--- config.mk ---
export PLATFORM = sky130hd
export DESIGN_NAME = spi_edge_timer
export DESIGN_NICKNAME = d
export VERILOG_FILES = /design/src/rtl/spi_tmg_pkg.sv /design/src/rtl/tmg_phase_timer.sv /design/src/rtl/tmg_seq.sv /design/src/rtl/spi_edge_timer.sv
export SDC_FILE = /design/constraint.sdc
export NUM_CORES = 1
export LEC_CHECK = 0
export BUFFER_PORTS_ARGS = -buffer_cell sky130_fd_sc_hd__buf_2
export CORE_ASPECT_RATIO = 0.5
export CORE_UTILIZATION = 55
export CTS_BUF_LIST = sky130_fd_sc_hd__clkbuf_8
export DETAILED_ROUTE_END_ITERATION = 7
export PLACE_DENSITY = 0.77
export SLEW_MARGIN = 20
export SYNTH_ARGS = -nofsm -noshare
export SYNTH_HDL_FRONTEND = slang
export SYNTH_SLANG_ARGS = --single-unit
--- constraint.sdc ---
create_clock -name clk -period 2.5 [get_ports clk]
set_input_delay 0.125 -clock clk [delete_from_list [all_inputs] [get_ports clk]]
set_output_delay 0.125 -clock clk [all_outputs]
set_load 0.01 [all_outputs]
--- src/rtl/spi_tmg_pkg.sv ---
package spi_tmg_pkg;

  typedef enum logic [2:0] {
    ST_IDLE   = 3'd0,
    ST_SETUP  = 3'd1,
    ST_ACTIVE = 3'd2,
    ST_HOLD   = 3'd3,
    ST_GAP    = 3'd4
  } tmg_state_e;

  // SCK level inside a running period: the first half sits opposite the idle level
  function automatic logic sck_level(input logic cpol, input logic in_first_half);
    return cpol ^ in_first_half;
  endfunction

  // sampling lands on the leading edge when phase and swap agree
  function automatic logic sample_on_lead(input logic cpha, input logic alt);
    return cpha == alt;
  endfunction

  function automatic logic shift_on_lead(input logic cpha);
    return cpha;
  endfunction

  function automatic logic cs_level(input logic active, input logic high_pol);
    return high_pol ? active : ~active;
  endfunction

endpackage

--- src/rtl/tmg_phase_timer.sv ---
module tmg_phase_timer #(
  parameter int PW = 16
) (
  input  logic          clk,
  input  logic          rst_n,
  input  logic          run,
  input  logic          restart,
  input  logic [PW-1:0] len_a,
  input  logic [PW-1:0] len_b,
  output logic          second_half_o,
  output logic          mid_o,
  output logic          period_end_o
);
  logic [PW-1:0] cnt;
  logic          hf;
  logic          at_zero;

  assign at_zero       = (cnt == '0);
  assign second_half_o = hf;
  assign mid_o         = run & ~restart & ~hf & at_zero;
  assign period_end_o  = run & ~restart & hf & at_zero;

  always_ff @(posedge clk or negedge rst_n) begin
    if (!rst_n) begin
      cnt <= '0;
      hf  <= 1'b0;
    end else if (restart) begin
      cnt <= len_a;
      hf  <= 1'b0;
    end else if (run) begin
      if (at_zero) begin
        hf  <= ~hf;
        cnt <= hf ? len_a : len_b;
      end else begin
        cnt <= cnt - 1'b1;
      end
    end
  end


  half_turn_chk: assert property (@(posedge clk) disable iff (!rst_n)
    mid_o |=> hf);
endmodule

--- src/rtl/tmg_seq.sv ---
module tmg_seq
  import spi_tmg_pkg::*;
#(
  parameter int UW = 16
) (
  input  logic          clk,
  input  logic          rst_n,
  input  logic          start,
  input  logic          stop,
  input  logic          period_end,
  input  logic [UW-1:0] setup_n,
  input  logic [UW-1:0] hold_n,
  input  logic [UW-1:0] idle_n,
  output tmg_state_e    state_o,
  output logic          accept_o,
  output logic          lead_nxt_o,
  output logic          cs_act_o,
  output logic          done_o
);
  tmg_state_e    st;
  logic [UW-1:0] unit;
  logic          stop_pend;
  logic          last_unit;
  logic          stopping;

  assign state_o    = st;
  assign last_unit  = (unit == '0);
  assign stopping   = stop | stop_pend;
  assign accept_o   = start & (st == ST_IDLE);
  assign lead_nxt_o = period_end &
                      (((st == ST_SETUP) & last_unit) | ((st == ST_ACTIVE) & ~stopping));
  assign cs_act_o   = (st == ST_SETUP) | (st == ST_ACTIVE) | (st == ST_HOLD);

  always_ff @(posedge clk or negedge rst_n) begin
    if (!rst_n) begin
      st        <= ST_IDLE;
      unit      <= '0;
      stop_pend <= 1'b0;
      done_o    <= 1'b0;
    end else begin
      done_o <= (st == ST_GAP) & period_end & last_unit;
      if (accept_o) begin
        st        <= ST_SETUP;
        unit      <= setup_n;
        stop_pend <= 1'b0;
      end else begin
        case (st)
          ST_SETUP: begin
            if (stop) stop_pend <= 1'b1;
            if (period_end) begin
              if (last_unit) st <= ST_ACTIVE;
              else           unit <= unit - 1'b1;
            end
          end
          ST_ACTIVE: begin
            if (stop) stop_pend <= 1'b1;
            if (period_end && stopping) begin
              st        <= ST_HOLD;
              unit      <= hold_n;
              stop_pend <= 1'b0;
            end
          end
          ST_HOLD: begin
            if (period_end) begin
              if (last_unit) begin
                st   <= ST_GAP;
                unit <= idle_n;
              end else begin
                unit <= unit - 1'b1;
              end
            end
          end
          ST_GAP: begin
            if (period_end) begin
              if (last_unit) st <= ST_IDLE;
              else           unit <= unit - 1'b1;
            end
          end
          default: st <= ST_IDLE;
        endcase
      end
    end
  end


  active_entry_chk: assert property (@(posedge clk) disable iff (!rst_n)
    (st == ST_ACTIVE) |-> ($past(st) == ST_SETUP || $past(st) == ST_ACTIVE));


  busy_start_chk: assert property (@(posedge clk) disable iff (!rst_n)
    (start && st != ST_IDLE && st != ST_SETUP) |=> (st != ST_SETUP));


  done_from_gap_chk: assert property (@(posedge clk) disable iff (!rst_n)
    done_o |-> ($past(st) == ST_GAP && st == ST_IDLE));
endmodule

--- src/rtl/spi_edge_timer.sv ---
module spi_edge_timer
  import spi_tmg_pkg::*;
#(
  parameter bit EXT_TIMING = 1'b1,
  parameter int IDLE_W     = 8,
  localparam int PW        = EXT_TIMING ? 16 : 8
) (
  input  logic              clk,
  input  logic              rst_n,
  input  logic              start_i,
  input  logic              stop_i,
  input  logic              cpol_i,
  input  logic              cpha_i,
  input  logic              samp_alt_i,
  input  logic              cs_high_i,
  input  logic [PW-1:0]     sck_hi_i,
  input  logic [PW-1:0]     sck_lo_i,
  input  logic [PW-1:0]     cs_setup_i,
  input  logic [PW-1:0]     cs_hold_i,
  input  logic [IDLE_W-1:0] cs_idle_i,
  output logic              sck_o,
  output logic              cs_o,
  output logic              shift_o,
  output logic              sample_o,
  output logic              frame_done_o
);
  localparam int UW = (PW > IDLE_W) ? PW : IDLE_W;

  function automatic logic [PW-1:0] half_len(input logic cpol, input logic first,
                                             input logic [PW-1:0] hi, input logic [PW-1:0] lo);
    return (first ^ cpol) ? hi : lo;
  endfunction

  // configuration captured at frame acceptance
  logic              cpol_l, cpha_l, alt_l, csh_l;
  logic [PW-1:0]     hi_l, lo_l, hold_l;
  logic [IDLE_W-1:0] idle_l;

  tmg_state_e    state;
  logic          accept, lead_nxt, cs_act, done;
  logic          second_half, mid, period_end;
  logic          lead_q, trail_q;
  logic [PW-1:0] len_a, len_b;

  assign len_a = accept ? half_len(cpol_i, 1'b1, sck_hi_i, sck_lo_i)
                        : half_len(cpol_l, 1'b1, hi_l, lo_l);
  assign len_b = accept ? half_len(cpol_i, 1'b0, sck_hi_i, sck_lo_i)
                        : half_len(cpol_l, 1'b0, hi_l, lo_l);

  tmg_phase_timer #(.PW(PW)) u_timer (
    .clk           (clk),
    .rst_n         (rst_n),
    .run           (state != ST_IDLE),
    .restart       (accept),
    .len_a         (len_a),
    .len_b         (len_b),
    .second_half_o (second_half),
    .mid_o         (mid),
    .period_end_o  (period_end)
  );

  tmg_seq #(.UW(UW)) u_seq (
    .clk        (clk),
    .rst_n      (rst_n),
    .start      (start_i),
    .stop       (stop_i),
    .period_end (period_end),
    .setup_n    (UW'(cs_setup_i)),
    .hold_n     (UW'(hold_l)),
    .idle_n     (UW'(idle_l)),
    .state_o    (state),
    .accept_o   (accept),
    .lead_nxt_o (lead_nxt),
    .cs_act_o   (cs_act),
    .done_o     (done)
  );

  always_ff @(posedge clk or negedge rst_n) begin
    if (!rst_n) begin
      cpol_l <= 1'b0;
      cpha_l <= 1'b0;
      alt_l  <= 1'b0;
      csh_l  <= 1'b0;
      hi_l   <= '0;
      lo_l   <= '0;
      hold_l <= '0;
      idle_l <= '0;
    end else if (accept) begin
      cpol_l <= cpol_i;
      cpha_l <= cpha_i;
      alt_l  <= samp_alt_i;
      csh_l  <= cs_high_i;
      hi_l   <= sck_hi_i;
      lo_l   <= sck_lo_i;
      hold_l <= cs_hold_i;
      idle_l <= cs_idle_i;
    end
  end

  always_ff @(posedge clk or negedge rst_n) begin
    if (!rst_n) begin
      lead_q  <= 1'b0;
      trail_q <= 1'b0;
    end else begin
      lead_q  <= lead_nxt;
      trail_q <= (state == ST_ACTIVE) & mid;
    end
  end

  always_comb begin
    if (state == ST_ACTIVE)    sck_o = sck_level(cpol_l, ~second_half);
    else if (state == ST_IDLE) sck_o = cpol_i;
    else                       sck_o = cpol_l;
  end

  assign cs_o         = cs_level(cs_act, (state == ST_IDLE) ? cs_high_i : csh_l);
  assign sample_o     = sample_on_lead(cpha_l, alt_l) ? lead_q : trail_q;
  assign shift_o      = shift_on_lead(cpha_l) ? lead_q : trail_q;
  assign frame_done_o = done;


  lead_edge_chk: assert property (@(posedge clk) disable iff (!rst_n)
    lead_q |-> (sck_o != cpol_l && $past(sck_o) == cpol_l));


  trail_edge_chk: assert property (@(posedge clk) disable iff (!rst_n)
    trail_q |-> (sck_o == cpol_l && $past(sck_o) != cpol_l));


  single_edge_chk: assert property (@(posedge clk) disable iff (!rst_n)
    $onehot0({lead_q, trail_q}));


  rest_level_chk: assert property (@(posedge clk) disable iff (!rst_n)
    (cs_act && state != ST_ACTIVE) |-> (sck_o == cpol_l));
endmodule

# Word-level counts from Yosys, hierarchy flattened
# Cells that the tools add are included.
[totals] register_bits=100 in_bits=80 output_inout_bits=5 word_cells=103
[classes] add_sub_neg=2 eq_ne=14 n_mux=37 bitwise=21 reduce_logical=13
[op_table] op="$mux W16" count=14
[op_table] op="$pmux W16 S3" count=1
[op_table] op="$logic_not A16 Y1" count=2
[op_table] op="$sub A16 B1 Y16 const B" count=2
[op_table] op="$mux W3" count=8
[op_table] op="$ne A3 B2 Y1 const B" count=7
[op_table] op="$and A1 B1 Y1" count=12
[op_table] op="$mux W1" count=12
[op_table] op="$pmux W3 S4" count=1
[op_table] op="$reduce_and A7 Y1" count=1
[op_table] op="$eq A3 B2 Y1 const B" count=2
[op_table] op="$reduce_bool A3 Y1" count=2
[op_table] op="$reduce_and A5 Y1" count=1
[op_table] op="$not A1 Y1" count=4
[op_table] op="$or A1 B1 Y1" count=4
[op_table] op="$reduce_bool A2 Y1" count=2
[op_table] op="$reduce_bool A4 Y1" count=1
[op_table] op="$eq A3 B1 Y1 const B" count=1
[op_table] op="$eq A3 B3 Y1 const B" count=1
[op_table] op="$logic_not A3 Y1" count=1
[op_table] op="$ne A3 B1 Y1 const B" count=1
[op_table] op="$ne A3 B3 Y1 const B" count=1
[op_table] op="$pmux W1 S2" count=1
[op_table] op="$reduce_and A2 Y1" count=1
[op_table] op="4 further kinds" count=4

# Longest topological paths before layout
# Gate-level depths: netlist of run 1.
[logic_depth] depth_word=10 mapped_depth=10 ltp_nobuf=8

# Modules after synthesis
# From an unflattened synthesis of run 1, not the netlist that was laid out.
[hier_totals] hier_cells=656 hier_area_um2=6663.9
[by_module_without_submodules] mod="spi_edge_timer" instances=1 cells_each=289 area_per_inst_um2=3387.0 seq_area_each_um2=1551.5
[by_module_without_submodules] mod="tmg_seq" instances=1 cells_each=209 area_per_inst_um2=1841.8 seq_area_each_um2=525.5
[by_module_without_submodules] mod="tmg_phase_timer" instances=1 cells_each=158 area_per_inst_um2=1435.1 seq_area_each_um2=425.4

# Worst setup path after synthesis of run 1
# OpenSTA, ideal clock, no wires.
[synth_timing] path_type="flip-flop to flip-flop" startpoint="register u_timer.cnt[6]" endpoint="register u_seq.unit[3]" setup_ps=128 arrival_ps=2052 required_ps=2372 path_slack_ps=319 path_stages_with_launch=8 path_buffers=1 synth_period_minus_slack_ps=2181 path_cell_list="dfrtp_1 or4_4 nor4_4 nand4_2 o221a_4 buf_6 o21ai_0 o31ai_1"
[synth_between] elab_chain_len=5 word_cells_on_any_way=7 classes_between="eq/ne: 3; bitwise: 1; reduce/logical: 3"
[synth_lines] element="start: declaration" line_no="tmg_phase_timer.sv:14" text="logic [PW-1:0] cnt;"
[synth_lines] element="start signal: assignment" line_no="tmg_phase_timer.sv:28" text="cnt <= len_a;"
[synth_lines] element="start signal: assignment" line_no="tmg_phase_timer.sv:33" text="cnt <= hf ? len_a : len_b;"
[synth_lines] element="start signal: assignment" line_no="tmg_phase_timer.sv:35" text="cnt <= cnt - 1'b1;"
[synth_lines] element="$logic_not A16 Y1 *" line_no="tmg_phase_timer.sv:18" text="assign at_zero = (cnt == '0);"
[synth_lines] element="$and A1 B1 Y1 *" line_no="tmg_phase_timer.sv:21" text="assign period_end_o = run & ~restart & hf & at_zero;"
[synth_lines] element="$logic_and A1 B1 Y1" line_no="tmg_seq.sv:57" text="if (period_end && stopping) begin"
[synth_lines] element="$ne A3 B2 Y1 (no line)"
[synth_lines] element="$reduce_and A5 Y1 (no line) *"
[synth_lines] element="end signal: assignment" line_no="tmg_seq.sv:59" text="unit <= hold_n;"
[synth_lines] element="end signal: assignment" line_no="tmg_seq.sv:67" text="unit <= idle_n;"
[synth_lines] element="end signal: assignment" line_no="tmg_seq.sv:69" text="unit <= unit - 1'b1;"
[synth_lines] element="end: declaration" line_no="tmg_seq.sv:21" text="logic [UW-1:0] unit;"
# Every way passes the cells marked *; elsewhere a longest branch is shown, timed or not.
# A chain may end at the register's enable or synchronous reset.

# Worst setup path in the final report of run 1
[layout_timing] startpoint="register u_timer.cnt[7]" endpoint="register u_seq.unit[2]"
# The elaborated chain is that of the path after synthesis.

==> flow_summary.json, run 1 <==
{
  "outcome": "completed",
  "final.setup_skew_ns": 0.0133,
  "antenna_found_initial": 0,
  "synth_top_flop_cell": "dfrtp_1",
  "coreArea_mm2": 0.00967,
  "p_comb_share_pct": 8.7,
  "path_clk_slew_ns": 0.10,
  "fillers": 755,
  "netSwitchingFraction_pct": 24.4,
  "dieArea_mm2": 0.0107,
  "period_needed_ns": 2.45,
  "intPower_mw": 2.25,
  "wl_mm": 15.6,
  "grt_pass1_wl_mm": 25.3,
  "critical_path.startpoint_type": "register",
  "ys_seq_area_share_pct": 44.5,
  "hold_viol": 0,
  "row_count": 25,
  "syn-num-nets": 796,
  "synth_cells": 713,
  "place_inst": 928,
  "yosys.area.top_type": "dfrtp_1",
  "clk_path_buf_depth": 2,
  "crit_type": "reg -> reg",
  "synth-edff-count": 0,
  "path_max_fanout": 8,
  "power_frac_clock_pct": 36.5,
  "finalCritPeriodShare_pct": 98.2,
  "worstPathArrival_ns": 2.72,
  "grt_pass1_vias": 5355,
  "total_power_mw": 2.97,
  "worstHoldPathType": "in -> reg",
  "power.leakage_nw": 3.45,
  "cts-root-buf": "clkbuf_8",
  "finalSetupViolations": 0,
  "max_freq_mhz": 407,
  "end_kind": "register",
  "vias_per_cell": 5.61,
  "clkLatencyLatePin_ns": 0.38,
  "io_pins": 85,
  "portBuffers": 84,
  "postRouteAntennaNets": 0,
  "required_ns": 2.76,
  "vias": 5672,
  "pwr-share-seq_pct": 54.8,
  "synth.distinct_cells": 56,
  "start_util_pct": 58.1,
  "grt-ovfl-total": 0,
  "grt_usage_pct": 30.1,
  "final_layout_size_suffix_gt1_share_pct": 18.4,
  "ir_drop_v": 0.000388,
  "cts_sinks": 100,
  "drc_errors": 0,
  "drv_cap": 0,
  "cts_tree": "built",
  "yosys-top-cells-count": "250 x nand2_1, 100 x dfrtp_1, 57 x o21ai_0",
  "fp.dieH_um": 73.5,
  "diodes": 0,
  "gp_congestion": 0.919,
  "final_cells": 1011,
  "synth.avg_cell_area_um2": 7.88,
  "synth_warnings": 0,
  "wl_per_cell_um": 15.4,
  "max_slew_margin_pct": 55.6,
  "synth_top_cell_area_share_pct": 44.5,
  "drt_first_pass_iters": 5,
  "synth_most_common_cell": "nand2_1",
  "drv_slew": 0,
  "first_iter_violations": 506,
  "tightestPinTransition_ns": 0.666,
  "ys_ff_latch": 100,
  "syn_area_mm2": 0.00562,
  "cts_made_buffers": 9,
  "die_x_um": 145,
  "p_sw_mw": 0.726,
  "layout.nets": 954,
  "hpwl_mm": 10.2,
  "synth_area_leaders": "dfrtp_1 45%, nand2_1 17%, o21ai_0 5.1%",
  "async_flop_share_pct": 100,
  "finish.utilization_pct": 74.6,
  "grt_max_degree": 51,
  "htree_levels": 3,
  "area_growth_pct": 28.3,
  "pwr_density_cell_mw_per_mm2": 412
}
-- final timing paths --
path	startpoint	endpoint	slack, ns	cells past startpoint
max	u_timer.cnt[7]	u_seq.unit[2]	0.05	8
min	cs_setup_i[8]	u_seq.unit[8]	0.03	3
max reg2reg	u_timer.cnt[7]	u_seq.unit[2]	0.05	8
min reg2reg	hold_l[11]	hold_l[11]	0.47	2
max in group asynchronous	rst_n	alt_l	1.38	4
min in group asynchronous	rst_n	lo_l[3]	0.31	2
-- worst max-delay path, cell delays in order, from the launching register on --
cell     delay, ns
dfrtp_1       0.42
or4_4         0.56
nor4_4        0.21
buf_4         0.19
nand3_2       0.12
o221a_4       0.35
buf_2         0.19
o21ai_0       0.19
o21ai_0       0.10
-- per-layer routing --
metal	track usage (%)	vias to the layer above	share of wire, %	wire length [um]
li1	-	2752	-	-
met1	38.3	2708	45	6970
met2	53.0	185	49	7600
met3	5.28	27	5.0	774
met4	10.5	0	1.7	272
met5	0	-	0	0
-- flip-flops by register name (all words and copies together) (netlist names), 3 cells and up --
| signal | count |
|---|---|
| lo_l | 16 |
| u_seq.unit | 16 |
| idle_l | 8 |
| u_timer.cnt | 16 |
| hold_l | 16 |
| hi_l | 16 |
| u_seq.state_o | 3 |
-- per-stage QoR --
step | worst slack (ns) | TNS [ns] | area [um^2] | hold slack, ns
after floorplan | 0.319 | 0 | 5620 | -0.171
after global placement | 0.198 | 0 | 6340 | 0.195
after detailed placement | 0.0885 | 0 | 6340 | 0.198
after CTS | 0.0799 | 0 | 7150 | 0.0363
after global routing | -0.0568 | -0.0635 | 7210 | 0.0740
final | 0.0451 | 0 | 7210 | 0.0333
-- cells in the final DEF, fill, tap and decap left out, types with 4 or more instances in the layout --
master           n
nand3_1         30
buf_2           84
mux2_2           4
nor4_1           5
buf_4           40
o21ai_0         57
o211ai_1        10
dlygate4sd3_1   60
clkbuf_8         9
dfrtp_1        100
o2bb2ai_1        5
clkinv_4         4
xnor2_1          4
o31ai_1          5
a21oi_1         25
mux2i_1         16
and3_1           4
nor3_1          16
a31oi_1          4
a211oi_1        12
nand2b_1         4
nand2_1        249
nor2_1          54
xor2_1          11
a31o_2           5
inv_1            6
-- power groups by stage --
stage | Clock, mW | Combinational (mW) | Sequential, mW
2_1_floorplan | 0 | 0.0591 | 1.66
3_3_place_gp | 0 | 0.182 | 1.66
3_5_place_dp | 0 | 0.185 | 1.66
4_1_cts | 1.11 | 0.257 | 1.63
5_1_grt | 1.17 | 0.284 | 1.63
6_report | 1.09 | 0.258 | 1.63
-- timing repair --
item / 4_1_cts / 5_1_grt
endpoints found under the hold margin: 108 / 0
gates resized for setup: 0 / 2
hold buffers: 60 / 0
setup endpoints to repair: 0 / 2
buffers inserted: 0 / 7
-- final cells by class --
type	instances	area [um^2]	area share (%)
Inverter	8	30.0	0.416
Timing Repair Buffer	186	1360	18.9
Sequential cell	100	2500	34.7
Tap cell	135	169	2.34
Clock inverter	7	85.1	1.18
Clock buffer	9	124	1.72
Multi-Input combinational cell	566	2940	40.8
-- logic make-up (layout without fill, tap and decap cells) --
family | count (synthesis) | in the layout | synth area share (%)
compound gates | 143 | 143 | 16.2
xor+xnor | 15 | 15 | 2.34
fa+ha+maj | 3 | 3 | 0.668
buf+inv | 47 | 210 | 3.45
flops | 100 | 100 | 44.5
mux | 20 | 20 | 3.65
simple gates | 385 | 385 | 29.2
Power figures use the tool's default switching activity.
==> inputs of run 2 (changes only) <==
--- a/config.mk
+++ b/config.mk
@@ -5,6 +5,7 @@
 export SDC_FILE = /design/constraint.sdc
 export NUM_CORES = 1
 export LEC_CHECK = 0
+export ABC_AREA = 1
 export BUFFER_PORTS_ARGS = -buffer_cell sky130_fd_sc_hd__buf_2
 export CORE_ASPECT_RATIO = 0.5
 export CORE_UTILIZATION = 55
==> run 2 against run 1 <==
  * Via count rose by 2.2%
  * Clock-buffer cell count stayed put
  * First-iteration DRC count up 0.40%
  * Synthesized area rose by 4.2%
  * Critical path depth is 3 higher
  * Combinational power rose to 18 times the previous value
  * Clock skew grew 0.00052 ns
  * Final cell count increased by 8.3%
  * Synthesized cell count increased by 16%
  * Fmax grew 8.7%
==> flow_summary.json, run 2 <==
{
  "cts_tree": "built",
  "synth-edff-count": 0,
  "row_count": 26,
  "coreArea_mm2": 0.0103,
  "required_ns": 2.78,
  "die_x_um": 148,
  "place_inst": 1034,
  "postRouteAntennaNets": 0,
  "finalSetupViolations": 0,
  "fillers": 890,
  "ys_ff_latch": 100,
  "start_util_pct": 57.0,
  "yosys-top-cells-count": "297 x nand2_1, 100 x dfrtp_1, 86 x nor2_1",
  "clk_path_buf_depth": 2,
  "area_growth_pct": 21.0,
  "grt_pass1_wl_mm": 25.2,
  "ys_seq_area_share_pct": 42.7,
  "cts_sinks": 100,
  "cts-root-buf": "clkbuf_8",
  "hpwl_mm": 10.5,
  "diodes": 0,
  "worstHoldPathType": "in -> reg",
  "first_iter_violations": 508,
  "drv_cap": 0,
  "final.setup_skew_ns": 0.0138,
  "finish.utilization_pct": 68.9,
  "final_cells": 1095,
  "path_clk_slew_ns": 0.10,
  "hold_ws_ns": 0.0176,
  "async_flop_share_pct": 100,
  "htree_levels": 3,
  "max_slew_margin_pct": 57.4,
  "total_power_mw": 8.63,
  "cts_made_buffers": 9,
  "antenna_found_initial": 0,
  "rsz0062_at_grt": "false",
  "worstPathArrival_ns": 2.54,
  "synth.avg_cell_area_um2": 7.09,
  "synth_top_cell_area_share_pct": 42.7,
  "synth.distinct_cells": 38,
  "gp_congestion": 0.909,
  "grt-ovfl-total": 0,
  "wl_per_cell_um": 14.1,
  "io_pins": 85,
  "final_layout_size_suffix_gt1_share_pct": 15.3,
  "end_kind": "register",
  "finalCritPeriodShare_pct": 90.3,
  "wl_mm": 15.5,
  "hold_viol": 0,
  "critical_path.startpoint_type": "register",
  "grt_pass1_vias": 5380,
  "drv_slew": 0,
  "pwr_density_cell_mw_per_mm2": 1220,
  "power.leakage_nw": 3.62,
  "drt_first_pass_iters": 5,
  "clkLatencyLatePin_ns": 0.38,
  "period_needed_ns": 2.26,
  "ir_drop_v": 0.000520,
  "vias": 5794,
  "synth_warnings": 0,
  "multi_input_area_mm2": 0.00295,
  "mostFrequentLayoutCell": "nand2_1",
  "fp.dieH_um": 75.0,
  "portBuffers": 84,
  "layout.nets": 1033,
  "synth_most_common_cell": "nand2_1",
  "outcome": "completed",
  "syn_area_mm2": 0.00586,
  "yosys.area.top_type": "dfrtp_1",
  "synth_top_flop_cell": "dfrtp_1",
  "tightestPinTransition_ns": 0.639,
  "path_max_fanout": 9,
  "tns_ns": 0,
  "grt_max_degree": 47,
  "crit_type": "reg -> reg",
  "final-seq-area_mm2": 0.00250,
  "dieArea_mm2": 0.0111,
  "layout_common_cells": "297 x nand2_1, 100 x dfrtp_1, 86 x nor2_1",
  "vias_per_cell": 5.29,
  "grt_usage_pct": 29.3,
  "drc_errors": 0,
  "synth_cells": 826,
  "synth_area_leaders": "dfrtp_1 43%, nand2_1 19%, nand3_1 5.7%",
  "syn-num-nets": 909,
  "max_freq_mhz": 443
}
run 2: cell types whose count changed in the layout (fill, tap and decap cells not counted), moves of 6 or more:
| cell | previous run | this run |
|---|---|---|
| a211oi_1 | 12 | 1 |
| buf_4 | 40 | 18 |
| dlygate4sd3_1 | 60 | 45 |
| inv_1 | 6 | 57 |
| mux2i_1 | 16 | 1 |
| nand2_1 | 249 | 297 |
| nand3_1 | 30 | 67 |
| nor2_1 | 54 | 86 |
| nor2_2 | 0 | 8 |
| nor3_1 | 16 | 8 |
| o211ai_1 | 10 | 16 |
run 2: where the power goes:
part / leakage [nW] / switching (mW) / total (mW) / internal (mW)
clock: 0.109 / 0.585 / 1.15 / 0.561
combinational: 2.26 / 2.90 / 4.52 / 1.62
sequential: 1.25 / 0.582 / 2.97 / 2.38
total: 3.62 / 4.07 / 8.63 / 4.56
run 2: per-stage QoR:
| step | setup slack (ns) | cell area, um^2 |
|---|---|---|
| detailed placement | 0.280 | 6420 |
| global placement | 0.264 | 6420 |
| global route | 0.0981 | 7090 |
| CTS | 0.260 | 7090 |
| floorplan | 0.704 | 5860 |
| finish | 0.242 | 7090 |
run 2: cells by family (layout without fill, tap and decap cells):
kind of cell             after synthesis  in the layout  share of synthesized area [%]
AO/OA/AOI/OAI                        119            119                           11.6
XOR/XNOR                              20             20                           2.99
adder cells (fa/ha/maj)                3              3                          0.641
buffers and inverters                 97            226                           6.96
flip-flops                           100            100                           42.7
multiplexers                           1              1                          0.171
AND/OR/NAND/NOR                      486            486                           34.9
run 2: critical path, cell delays in order (launching register included):
cell and delay, ns:
dfrtp_1 0.43, inv_1 0.11, ha_1 0.24, nand2_1 0.13, nor2_1 0.22, nand2_1 0.15
nand2_1 0.26, nand2_2 0.20, nand2_1 0.18, nand2_1 0.11, nand2_1 0.08, nand2_1 0.05
run 2: timing repair:
action	CTS	global route
endpoints found under the hold margin	87	0
resized for setup	0	0
hold buffers	45	0
setup buffers	0	0
run 2: final cells by class:
class	count	area share, %
inverters	64	3.46
well taps	140	2.47
repair buffers	146	14.1
clock buffers	9	1.75
clock inverters	7	1.29
flip-flops and latches	100	35.3
multi-input cells	629	41.6
run 2: final timing paths:
check,start,end,slack (ns),depth (start not counted)
min reg2reg,lo_l[4],lo_l[4],0.49,2
max reg2reg,u_seq.unit[0],u_seq.state_o[0],0.24,11
max in group asynchronous,rst_n,hi_l[14],1.39,3
max,u_seq.unit[0],u_seq.state_o[0],0.24,11
min,sck_hi_i[13],hi_l[13],0.02,3
min in group asynchronous,rst_n,hi_l[15],0.30,2
run 2: routing by layer:
layer  up-vias  wire (um)  GRT usage, %
met2       184       7200          51.2
li1       2894          -             -
met3        29        878          5.52
met1      2687       7120          37.4
met5         -          0             0
met4         0        261          10.1
==> inputs of run 3 (changes only) <==
--- a/config.mk
+++ b/config.mk
@@ -11,8 +11,10 @@
 export CORE_UTILIZATION = 55
 export CTS_BUF_LIST = sky130_fd_sc_hd__clkbuf_8
 export DETAILED_ROUTE_END_ITERATION = 7
-export PLACE_DENSITY = 0.77
+export GPL_TIMING_DRIVEN = 0
+export PLACE_DENSITY = 0.76
 export SLEW_MARGIN = 20
 export SYNTH_ARGS = -nofsm -noshare
 export SYNTH_HDL_FRONTEND = slang
+export SYNTH_HIERARCHICAL = 1
 export SYNTH_SLANG_ARGS = --single-unit
==> run 3 against run 2 <==
  * Sequential power rose by 4%
  * Critical path type unchanged
  * Sequential share of layout area fell by 5.8 points
  * Setup slack worse by 0.12 ns
  * Worst hold slack got worse by 0.0040 ns
  * Clock-buffer cell count rose by 1
  * Critical path depth grew 6
  * Flip-flop and latch count unchanged
  * Largest cell class unchanged
  * First-iteration DRC count increased by 3.9%
  * Clock skew up 0.0041 ns
  * Critical endpoint is now u_seq/unit[3]
  * Clock power down 3%
  * Utilization is 1.8 points higher
  * Routed wire length grew 33%
==> flow_summary.json, run 3 <==
{
  "hold_viol": 0,
  "synth_cells": 1043,
  "synth-edff-count": 0,
  "grt_max_degree": 76,
  "cts_sinks": 100,
  "cts_tree": "built",
  "max_slew_margin_pct": 63.2,
  "grt_pass1_vias": 6960,
  "io_pins": 85,
  "cts-root-buf": "clkbuf_8",
  "synth.avg_cell_area_um2": 6.60,
  "die_x_um": 160,
  "yosys.area.top_type": "dfrtp_1",
  "met1_length_mm": 8.90,
  "drc_errors": 0,
  "grt_usage_pct": 32.2,
  "cts_made_buffers": 9,
  "finalSetupViolations": 0,
  "drv_slew": 0,
  "diodes": 0,
  "first_iter_violations": 528,
  "async_flop_share_pct": 100,
  "power.leakage_nw": 4.60,
  "clkLatencyLatePin_ns": 0.38,
  "drt_first_pass_iters": 5,
  "met3WireLength_mm": 1.43,
  "clk_path_buf_depth": 2,
  "wl_mm": 20.6,
  "wl_per_cell_um": 14.9,
  "antenna_found_initial": 0,
  "coreArea_mm2": 0.0120,
  "max_freq_mhz": 420,
  "layout_common_cells": "455 x nand2_1, 106 x buf_2, 98 x nor2_1",
  "grt-ovfl-total": 0,
  "multi_input_area_mm2": 0.00390,
  "final.setup_skew_ns": 0.0179,
  "path_clk_slew_ns": 0.11,
  "ir_drop_v": 0.000722,
  "wl_met2_mm": 9.79,
  "postRouteAntennaNets": 0,
  "vias_per_cell": 5.43,
  "fillers": 1005,
  "ys_seq_area_share_pct": 36.4,
  "area_growth_pct": 23.4,
  "crit_type": "reg -> reg",
  "synth_top_flop_cell": "dfrtp_1",
  "pwr_density_cell_mw_per_mm2": 1300,
  "required_ns": 2.83,
  "routed.top_layer": "met4",
  "mostFrequentLayoutCell": "nand2_1",
  "layout.nets": 1300,
  "end_kind": "register",
  "gp_congestion": 0.976,
  "path_max_fanout": 10,
  "tightestPinTransition_ns": 0.551,
  "ys_ff_latch": 100,
  "dieArea_mm2": 0.0130,
  "worstPathArrival_ns": 2.71,
  "vias": 7530,
  "portBuffers": 84,
  "drv_cap": 0,
  "outcome": "completed",
  "htree_levels": 3,
  "yosys-top-cells-count": "455 x nand2_1, 100 x dfrtp_1, 100 x nor2_1",
  "final_layout_size_suffix_gt1_share_pct": 18.9,
  "synth_warnings": 6,
  "hpwl_mm": 14.2,
  "worstHoldPathType": "in -> reg",
  "period_needed_ns": 2.38,
  "synth_top_cell_area_share_pct": 36.4,
  "critical_path.startpoint_type": "register",
  "grt_pass1_wl_mm": 32.8,
  "fp.dieH_um": 81.1,
  "final_cells": 1386,
  "finalCritPeriodShare_pct": 95.3,
  "final-seq-area_mm2": 0.00251,
  "row_count": 28,
  "place_inst": 1300,
  "finish.utilization_pct": 70.7,
  "synth.distinct_cells": 39,
  "synth_area_leaders": "dfrtp_1 36%, nand2_1 25%, nor2_1 5.5%",
  "start_util_pct": 57.3,
  "syn_area_mm2": 0.00688,
  "synth_most_common_cell": "nand2_1"
}
==> run 3: per-stage QoR <==
stage / instance area (um^2) / hold WS (ns) / setup slack [ns] / total power, mW / TNS (ns)
CTS: 8370 / 0.00167 / -0.0151 / 10.8 / -0.0286
floorplan: 6910 / -0.171 / 0.0585 / 7.81 / 0
detailed placement: 7570 / 0.00813 / -0.616 / 9.48 / -10.00
finish: 8500 / 0.0136 / 0.117 / 11.1 / 0
global placement: 7540 / 0.327 / -0.529 / 9.30 / -8.31
global route: 8500 / 0.00624 / -0.0160 / 12.0 / -0.0384
==> run 3: path summary, 6_finish.rpt <==
kind	slack, ns	startpoint	endpoint	cells past startpoint
worst max register to register	0.12	u_timer/cnt[5]	u_seq/unit[3]	17
worst max-delay path	0.12	u_timer/cnt[5]	u_seq/unit[3]	17
max in group asynchronous	1.66	rst_n	u_timer/cnt[12]	3
worst min-delay path	0.01	sck_lo_i[14]	lo_l[14]	3
worst min register to register	0.48	idle_l[3]	idle_l[3]	2
min in group asynchronous	0.16	rst_n	u_seq/unit[15]	2
==> run 3: repair_timing <==
action / 4_1_cts / 5_1_grt
setup endpoints to repair: 19 / 19
hold endpoints to repair: 153 / 0
pin swaps: 3 / 8
resized for setup: 8 / 14
setup buffers: 7 / 11
cloned: 0 / 0
hold buffers: 54 / 0
==> run 3: per-layer routing <==
metal / vias to the layer above / GRT usage, %
met5: - / 0
met4: 0 / 12.7
met3: 48 / 5.82
met2: 332 / 55.7
met1: 3508 / 40.9
li1: 3642 / -
==> run 3: final cells by class <==
type	count	area share (%)
plain buffers	48	4.01
clock inverters	5	0.707
well taps	165	2.43
repair buffers	157	13.3
multi-input cells	845	45.9
clock buffers	10	1.62
inverters	56	2.53
flip-flops and latches	100	29.5
==> run 3: worst max-delay path: stages (launching register included) <==
cell and delay (ns):
dfrtp_2 0.46, nor2_4 0.14, nand2_1 0.10, nor2_4 0.12
nand2_2 0.08, inv_2 0.08, buf_6 0.11, nand2_2 0.06
nor3_4 0.19, inv_2 0.07, o21ai_2 0.18, o21ai_2 0.10
nor2_4 0.11, nand3_4 0.11, buf_12 0.17, nor2_2 0.12
nand2_1 0.07, nand2_1 0.05
==> run 3: power by group <==
group	leakage (nW)	internal (mW)	switching [mW]
clock	0.0992	0.491	0.616
combinational	3.26	2.56	4.31
sequential	1.24	2.40	0.688
total	4.60	5.45	5.62
==> run 3: cell families (layout without fill, tap and decap cells) <==
group / after synthesis / in the layout / share of synthesized area (%)
flops: 100 / 100 / 36.4
simple gates: 680 / 680 / 42.0
mux: 1 / 1 / 0.145
xor+xnor: 16 / 16 / 2.04
other cells: 1 / 8 / 0.0545
compound gates: 137 / 137 / 10.9
buf+inv: 105 / 276 / 7.96
fa+ha+maj: 3 / 3 / 0.545
